### config.mk
export PLATFORM = sky130hd
export DESIGN_NAME = gtmr_core
export DESIGN_NICKNAME = d
export VERILOG_FILES = /design/src/rtl/gtmr_pkg.sv /design/src/rtl/gtmr_edge.sv /design/src/rtl/gtmr_prescale.sv /design/src/rtl/gtmr_core.sv
export SDC_FILE = /design/constraint.sdc
export NUM_CORES = 1
export LEC_CHECK = 0
export BUFFER_PORTS_ARGS = -buffer_cell sky130_fd_sc_hd__buf_2
export CORE_MARGIN = 5
export CORE_UTILIZATION = 30
export CTS_BUF_LIST = sky130_fd_sc_hd__clkbuf_4 sky130_fd_sc_hd__clkbuf_8
export DETAILED_ROUTE_END_ITERATION = 7
export GPL_TIMING_DRIVEN = 0
export PLACE_DENSITY = 0.58
export SLEW_MARGIN = 20
export SYNTH_ARGS = -nofsm -noshare
export SYNTH_HDL_FRONTEND = slang
export SYNTH_SLANG_ARGS = --single-unit
### constraint.sdc
create_clock -name clk -period 2.2 [get_ports clk]
set_input_delay 0.33 -clock clk [delete_from_list [all_inputs] [get_ports clk]]
set_output_delay 0.33 -clock clk [all_outputs]
set_load 0.05 [all_outputs]
### src/rtl/gtmr_pkg.sv
package gtmr_pkg;
    localparam int DATA_W = 8;
    localparam int CNT_W  = 2 * DATA_W;
    localparam int PS_W   = 2;
    localparam int ADDR_W = 2;

    localparam logic [ADDR_W-1:0] A_CNT_LO = 2'd0;
    localparam logic [ADDR_W-1:0] A_CNT_HI = 2'd1;
    localparam logic [ADDR_W-1:0] A_CTRL   = 2'd2;
    localparam logic [ADDR_W-1:0] A_STAT   = 2'd3;

    // control fields, msb first: bit 6 down to bit 0
    typedef struct packed {
        logic            gate_en;
        logic [PS_W-1:0] psel;
        logic            lf_en;
        logic            no_sync;
        logic            src_ext;
        logic            run;
    } ctrl_t;

    localparam int CTRL_W = $bits(ctrl_t);

    typedef struct packed {
        ctrl_t ctrl;
        logic  ovf;
        logic  ovf_ie;
    } regs_t;
endpackage

### src/rtl/gtmr_edge.sv
module gtmr_edge #(
    parameter int SYNC_STAGES = 2
) (
    input  logic clk,
    input  logic rst_n,
    input  logic pin,
    output logic edge_sync,
    output logic edge_raw
);
    logic [SYNC_STAGES-1:0] sync_d, sync_q;
    logic                   sprev_d, sprev_q;
    logic                   rprev_d, rprev_q;

    always_comb begin
        sync_d[0] = pin;
        for (int i = 1; i < SYNC_STAGES; i++) begin
            sync_d[i] = sync_q[i-1];
        end
        sprev_d = sync_q[SYNC_STAGES-1];
        rprev_d = pin;
    end

    always_ff @(posedge clk or negedge rst_n) begin
        if (!rst_n) begin
            sync_q  <= '0;
            sprev_q <= 1'b0;
            rprev_q <= 1'b0;
        end else begin
            sync_q  <= sync_d;
            sprev_q <= sprev_d;
            rprev_q <= rprev_d;
        end
    end

    assign edge_sync = sync_q[SYNC_STAGES-1] & ~sprev_q;
    assign edge_raw  = pin & ~rprev_q;
endmodule

### src/rtl/gtmr_prescale.sv
module gtmr_prescale #(
    parameter int SEL_W = 2
) (
    input  logic             clk,
    input  logic             rst_n,
    input  logic             clr,
    input  logic             tick,
    input  logic [SEL_W-1:0] sel,
    output logic             step
);
    localparam int DIV_W = (1 << SEL_W) - 1;

    logic [DIV_W-1:0] div_d, div_q;
    logic [DIV_W-1:0] lim;

    always_comb begin
        lim   = DIV_W'((32'd1 << sel) - 32'd1);
        step  = 1'b0;
        div_d = div_q;
        if (clr) begin
            div_d = '0;
        end else if (tick) begin
            // >= lets a lowered ratio take effect at once
            if (div_q >= lim) begin
                step  = 1'b1;
                div_d = '0;
            end else begin
                div_d = div_q + DIV_W'(1);
            end
        end
    end

    always_ff @(posedge clk or negedge rst_n) begin
        if (!rst_n) div_q <= '0;
        else        div_q <= div_d;
    end
endmodule

### src/rtl/gtmr_core.sv
module gtmr_core
    import gtmr_pkg::*;
#(
    parameter int SYNC_STAGES = 2
) (
    input  logic              clk,
    input  logic              rst_n,
    input  logic              cyc_en,
    input  logic              tclk_pin,
    input  logic              gate_n_pin,
    input  logic              bus_wr,
    input  logic [ADDR_W-1:0] bus_addr,
    input  logic [DATA_W-1:0] bus_wdata,
    output logic [DATA_W-1:0] bus_rdata,
    output logic              ovf_flag,
    output logic              ovf_irq
);
    regs_t            regs_d, regs_q;
    logic [CNT_W-1:0] cnt_d, cnt_q;

    logic wr_lo, wr_hi, wr_ctrl, wr_stat, cnt_wr;
    logic edge_sync, edge_raw, src_tick, gate_open, qtick, step;

    assign wr_lo   = bus_wr && (bus_addr == A_CNT_LO);
    assign wr_hi   = bus_wr && (bus_addr == A_CNT_HI);
    assign wr_ctrl = bus_wr && (bus_addr == A_CTRL);
    assign wr_stat = bus_wr && (bus_addr == A_STAT);
    assign cnt_wr  = wr_lo | wr_hi;

    gtmr_edge #(.SYNC_STAGES(SYNC_STAGES)) u_edge (
        .clk       (clk),
        .rst_n     (rst_n),
        .pin       (tclk_pin),
        .edge_sync (edge_sync),
        .edge_raw  (edge_raw)
    );

    always_comb begin
        if (regs_q.ctrl.src_ext) src_tick = regs_q.ctrl.no_sync ? edge_raw : edge_sync;
        else                     src_tick = cyc_en;
        gate_open = !regs_q.ctrl.gate_en || !gate_n_pin;
        qtick     = src_tick && regs_q.ctrl.run && gate_open;
    end

    gtmr_prescale #(.SEL_W(PS_W)) u_div (
        .clk   (clk),
        .rst_n (rst_n),
        .clr   (cnt_wr),
        .tick  (qtick),
        .sel   (regs_q.ctrl.psel),
        .step  (step)
    );

    always_comb begin
        regs_d = regs_q;
        cnt_d  = cnt_q;
        if (cnt_wr) begin
            if (wr_lo) cnt_d[DATA_W-1:0]     = bus_wdata;
            if (wr_hi) cnt_d[CNT_W-1:DATA_W] = bus_wdata;
        end else if (step) begin
            cnt_d = cnt_q + CNT_W'(1);
            if (&cnt_q) regs_d.ovf = 1'b1;
        end
        if (wr_ctrl) regs_d.ctrl = ctrl_t'(bus_wdata[CTRL_W-1:0]);
        if (wr_stat) begin
            regs_d.ovf    = bus_wdata[0];
            regs_d.ovf_ie = bus_wdata[1];
        end
    end

    always_ff @(posedge clk or negedge rst_n) begin
        if (!rst_n) regs_q <= '0;
        else        regs_q <= regs_d;
    end

    // count survives reset, so it has no reset term
    always_ff @(posedge clk) begin
        cnt_q <= cnt_d;
    end

    always_comb begin
        unique case (bus_addr)
            A_CNT_LO: bus_rdata = cnt_q[DATA_W-1:0];
            A_CNT_HI: bus_rdata = cnt_q[CNT_W-1:DATA_W];
            A_CTRL:   bus_rdata = {{(DATA_W-CTRL_W){1'b0}}, regs_q.ctrl};
            default:  bus_rdata = {{(DATA_W-2){1'b0}}, regs_q.ovf_ie, regs_q.ovf};
        endcase
    end

    assign ovf_flag = regs_q.ovf;
    assign ovf_irq  = regs_q.ovf & regs_q.ovf_ie;
endmodule

* Yosys cells after proc, flatten, opt, wreduce, memory -nomap -nowiden
Cells that the tools add are included.
** Word-level totals
- Input bits :: 16
- Word-level logic and storage cells :: 66
- Bits in registers :: 32
** Operators by class
- Eq/ne operators :: 6
- Multiplexer cells :: 17
- Add/subtract/negate cells :: 3
- Reductions and logical operators :: 18
- Bitwise logic cells :: 6
- Shifts and indexed selects :: 1
- Magnitude comparators :: 1
** Operator list (count)
- $mux W16 :: 2
- $pmux W8 S3 :: 1
- $add A16 B1 Y16 const B :: 1
- $mux W8 :: 2
- $reduce_and A16 Y1 :: 1
- $mux W3 :: 3
- $mux W1 :: 8
- $reduce_bool A2 Y1 :: 4
- $logic_and A1 B1 Y1 :: 6
- $ne A2 B2 Y1 const B :: 3
- $eq A2 B2 Y1 const B :: 2
- $reduce_and A2 Y1 :: 2
- $add A3 B1 Y3 const B :: 1
- $and A1 B1 Y1 :: 3
- $ge A3 B3 Y1 :: 1
- $reduce_and A3 Y1 :: 1
- $shl A1 B2 Y3 const A :: 1
- $sub A3 B1 Y3 const B :: 1
- $eq A2 B1 Y1 const B :: 1
- $logic_not A1 Y1 :: 2
- $logic_not A2 Y1 :: 1
- $mux W2 :: 1
- $not A1 Y1 :: 2
- $logic_or A1 B1 Y1 :: 1
- $or A1 B1 Y1 :: 1

* Logic depth before layout (Yosys ltp)
- Depth in word-level cells :: 11
- Mapped depth :: 6

* Cells and area by module
From an unflattened synthesis, not the netlist that was laid out.
** Second synthesis, totals
- Cell total of the unflattened synthesis :: 171
- Area, all modules :: 1843.0 um^2
** Modules (own cells, without submodules)
- gtmr_core :: times used 1, seq. area each 705.7 um^2, area an instance 1473.9 um^2, cells each 139
- gtmr_prescale :: times used 1, seq. area each 75.1 um^2, area an instance 266.5 um^2, cells each 27
- gtmr_edge :: times used 1, seq. area each 75.1 um^2, area an instance 102.6 um^2, cells each 5

* Worst setup path before layout
OpenSTA, ideal clock, no wires.
- Kind :: register to register
- From :: reg regs_q[6]
- To :: reg cnt_q[0], enable pin
- Setup slack :: 0.117 ns
- Arrival time :: 1.727 ns
- Stages on the path, launching flop included :: 7
- Period minus slack after synthesis :: 2.083 ns
- Path through :: dfrtp_1 -> or2_2 -> ha_1 -> nand2b_1 -> a31o_2 -> nand4_1 -> o21ai_0
** On the way
- Longest elaborated chain between the ends :: 8
** RTL lines
- from (decl) :: RTL line gtmr_core.sv:18 : regs_t regs_d, regs_q;
- from (signal assigned) :: RTL line gtmr_core.sv:73 : else regs_q <= regs_d;
- $shl A1 B2 Y3 :: RTL line gtmr_prescale.sv:17 : lim = DIV_W'((32'd1 << sel) - 32'd1);
- $sub A3 B1 Y3 :: RTL line gtmr_prescale.sv:17
- $ge A3 B3 Y1 :: RTL line gtmr_prescale.sv:24 : if (div_q >= lim) begin
- $mux W1 :: RTL line gtmr_prescale.sv:24
- $mux W1 :: RTL line gtmr_prescale.sv:22 : end else if (tick) begin
- $mux W1 :: RTL line gtmr_prescale.sv:20 : if (clr) begin
- $reduce_bool A2 Y1 (no source line)
- $reduce_and A2 Y1 (no source line)
- to (signal assigned) :: RTL line gtmr_core.sv:78 : cnt_q <= cnt_d;
- to (decl) :: RTL line gtmr_core.sv:19 : logic [CNT_W-1:0] cnt_d, cnt_q;
No other way between the ends.
A chain may end at the register's enable or synchronous reset.

* Final worst setup path
- From :: reg regs_q[7]
- To :: reg cnt_q[11], enable pin
The elaborated chain is that of the path after synthesis.

==> summary.md <==
| Metric | Value |
|---|---|
| Worst Hold Class | in -> reg |
| Final wirelength | 4540 µm |
| Clk_skew | 0.00853 ns |
| Fin nets | 230 |
| Routed Antenna Nets | 0 |
| Avg Inst Size Synth | 10.6 µm² |
| Area growth syn-to-layout | 19.3% |
| Largest net degree at the start of global routing | 16 |
| Async SR Flop Fraction | 48.4% |
| Final Slew Violations | 0 |
| CTS tree | yes |
| Sequential element share of the synthesized area | 45.8% |
| Diodes inserted | 0 |
| Syn Std Cell Area | 0.00187 mm² |
| Clk pin slew, worst setup/hold paths | 0.07 ns |
| Final worst slack | 0.0538 ns |
| Htree depth | 2 |
| Startpoint types | flip-flop |
| Num CTS Buffers | 5 |
| Number of global-route vias before repair | 1492 |
| Iteration-0 DRC Markers | 91 |
| Finished Cell Area | 0.00223 mm² |
| Yosys top cell area share | 25.7% |
| Port Buffers | 25 |
| Tightest Pin Transition | 0.526 ns |
| Global-route usage over all layers | 12.5% |
| Leakage | 0.878 nW |
| Avg WL per Cell | 15.9 µm |
| Clock Root Buffer | clkbuf_8 |
| Starting Density | 31.2% |
| Clock Sinks | 31 |
| Unrepaired setup endpoints after global routing | true |
| Die outline area | 0.00790 mm² |
| Grt ovf | 0 |
| GPL Wtd Cong | 0.796 |
| Die width | 88.9 µm |
| Worst vdd ir | 503 µV |
| Floorplan row count | 28 |
| Run status | completed |
| Max_slew headroom | 64.9% |
| Post-synth EDFFs | 16 |
| Initial antenna violation count | 0 |
| Gate Count Post-Synth | 176 |
| Crit-path slowest cell | dfrtp_1 |
| Final setup vio count | 0 |
| Critical-path maximum fanout | 8 |
| WP data arrival | 2.12 ns |
| Via density | 5.11 |
| CP cell instances | or2_2, ha_1, nand2b_1, a31o_2, nand4_1, nand2_2 |
| Share of post-route cells with drive strength above 1 | 28.1% |
| CP Capture Type | flip-flop |
| Synth Flop Type | edfxtp_1 |
| Fmax | 466 MHz |
| CP bufs+invs | 0 |
| Synth area leader | edfxtp_1 |
| Drt first pass iters | 4 |
| Most common cell in the synthesized netlist | edfxtp_1 |
| First-pass GRT wire length | 7360 µm |
| Synth unique cells | 39 |
| Largest cells by area after synthesis | edfxtp_1 26%, dfrtp_1 20%, mux2_2 4.8% |
| Pwr per Cell Area | 840 mW/mm² |
| # IOs | 26 |
| Max incr delay on CP | 0.42 ns |
| Syn nets | 197 |
| Post-route clock period utilization | 97.6% |
| Crit path required time | 2.17 ns |
| Synth cell count leaders | 16 x edfxtp_1, 15 x a21oi_1, 15 x dfrtp_1, 15 x nand2_1, 14 x nor2_1 |
| Place WS | -0.143 ns |
| Die Span Y | 88.9 µm |
| Worst Setup Path Type | reg -> reg |
| Max Cap Viol | 0 |
| Yosys reg bits | 31 |
| Clock Path Buffers | 2 |
| Final Hold Vio Count | 0 |
| Final HPWL DP | 3400 µm |
| Clk Latency, worst-skew pair | 0.29 ns |
| Placement Cell Area | 0.00209 mm² |
| Fin crit period | 2.15 ns |
| Core area | 0.00599 mm² |
| DR vias | 1456 |
| Yosys warns | 0 |
| Delay-heaviest family, CP | simple AND/OR/NAND/NOR gates |
| DRC errors left | 0 |
## state kept, by name, indices dropped and copies added (netlist names)
signal and cells:
cnt_q 16, regs_q 8, u_div.div_q 3, u_edge.sync_q 2, ovf_flag 1, u_edge.sprev_q 1
## per-stage QoR
stage / TNS (ns) / utilization (%) / hold WS [ns] / std cells / power [mW]
after CTS: 0 / 37.1 / 0.151 / 285 / 1.88
after global routing: -0.120 / 37.2 / 0.155 / 285 / 1.96
final: 0 / 37.2 / 0.156 / 285 / 1.87
after floorplan: 0 / - / 0.0344 / 176 / 1.15
after detailed placement: -1.14 / 34.8 / 0.256 / 276 / 1.29
after global placement: -2.58 / 34.8 / 0.253 / 276 / 1.28
## worst paths after layout
check / startpoint / to / slack (ns) / cells past startpoint
worst max-delay path: regs_q[7]$_DFFE_PN0P_ / cnt_q[11]$_DFFE_PP_ / 0.05 / 6
worst min-delay path: tclk_pin / u_edge.sync_q[0]$_DFF_PN0_ / 0.16 / 1
worst max register to register: regs_q[7]$_DFFE_PN0P_ / cnt_q[11]$_DFFE_PP_ / 0.05 / 6
worst min register to register: u_edge.sync_q[1]$_DFF_PN0_ / u_edge.sprev_q$_DFF_PN0_ / 0.38 / 0
max in group asynchronous: rst_n / ovf_flag$_DFFE_PN0P_ / 1.47 / 2
min in group asynchronous: rst_n / u_edge.sync_q[0]$_DFF_PN0_ / 0.47 / 2
## cells by family after synthesis
logic type,after synthesis,share of synthesized area (%)
and+or+nand+nor,64,20.4
xor gates and xnor gates,11,5.16
AOI/OAI and AO/OA,37,11.9
adders and majority gates,5,3.35
DFF,31,45.8
muxes,17,11.0
buffers and inverters,11,2.35
## where the power goes
part           total (mW)  internal, mW  switching, mW
Combinational       0.489         0.185          0.304
Sequential          0.793         0.704         0.0897
Clock               0.587         0.366          0.221
Total                1.87          1.25          0.615
## cells in the final DEF (no fill, tap or decap), types with 2 or more instances in the layout
master    count
nand2_1      14
a21o_1        2
nor3_1        4
nand2b_1      3
dfrtp_1      15
o21ai_1       2
o211ai_1      2
nand3b_1      2
mux4_2        2
a31oi_1       2
clkbuf_1      3
a31o_2        3
nand4_1       6
xnor2_1      10
edfxtp_1     16
clkbuf_8      6
buf_2        27
mux2i_1       7
nor2_1       14
ha_1          5
inv_1         6
mux2_2        8
o21ai_0       7
nand3_1       5
nor4_2        4
a21oi_1      15
nor2b_1       2
## final cells by class
cell class,instances,area [µm²]
multi-input cells,134,981
plain buffers,5,21.3
clock inverters,2,35.0
clock buffers,6,82.6
flip-flops and latches,31,856
inverters,6,22.5
fillers,620,3760
well taps,75,93.8
repair buffers,26,135
## metal layers
metal	share of wire [%]	track usage, %
met4	1.7	5.22
met3	4.3	2.98
met5	0	0
met1	50	17.8
met2	43	17.9
## repair_timing
action / 4_1_cts / 5_1_grt
buffers inserted: 0 / 0
cloned: 0 / 0
resized for setup: 2 / 1
endpoints found under the hold margin: 15 / 0
setup endpoints to repair: 8 / 8
hold buffers: 1 / 0
(Power assumes the default switching activity.)
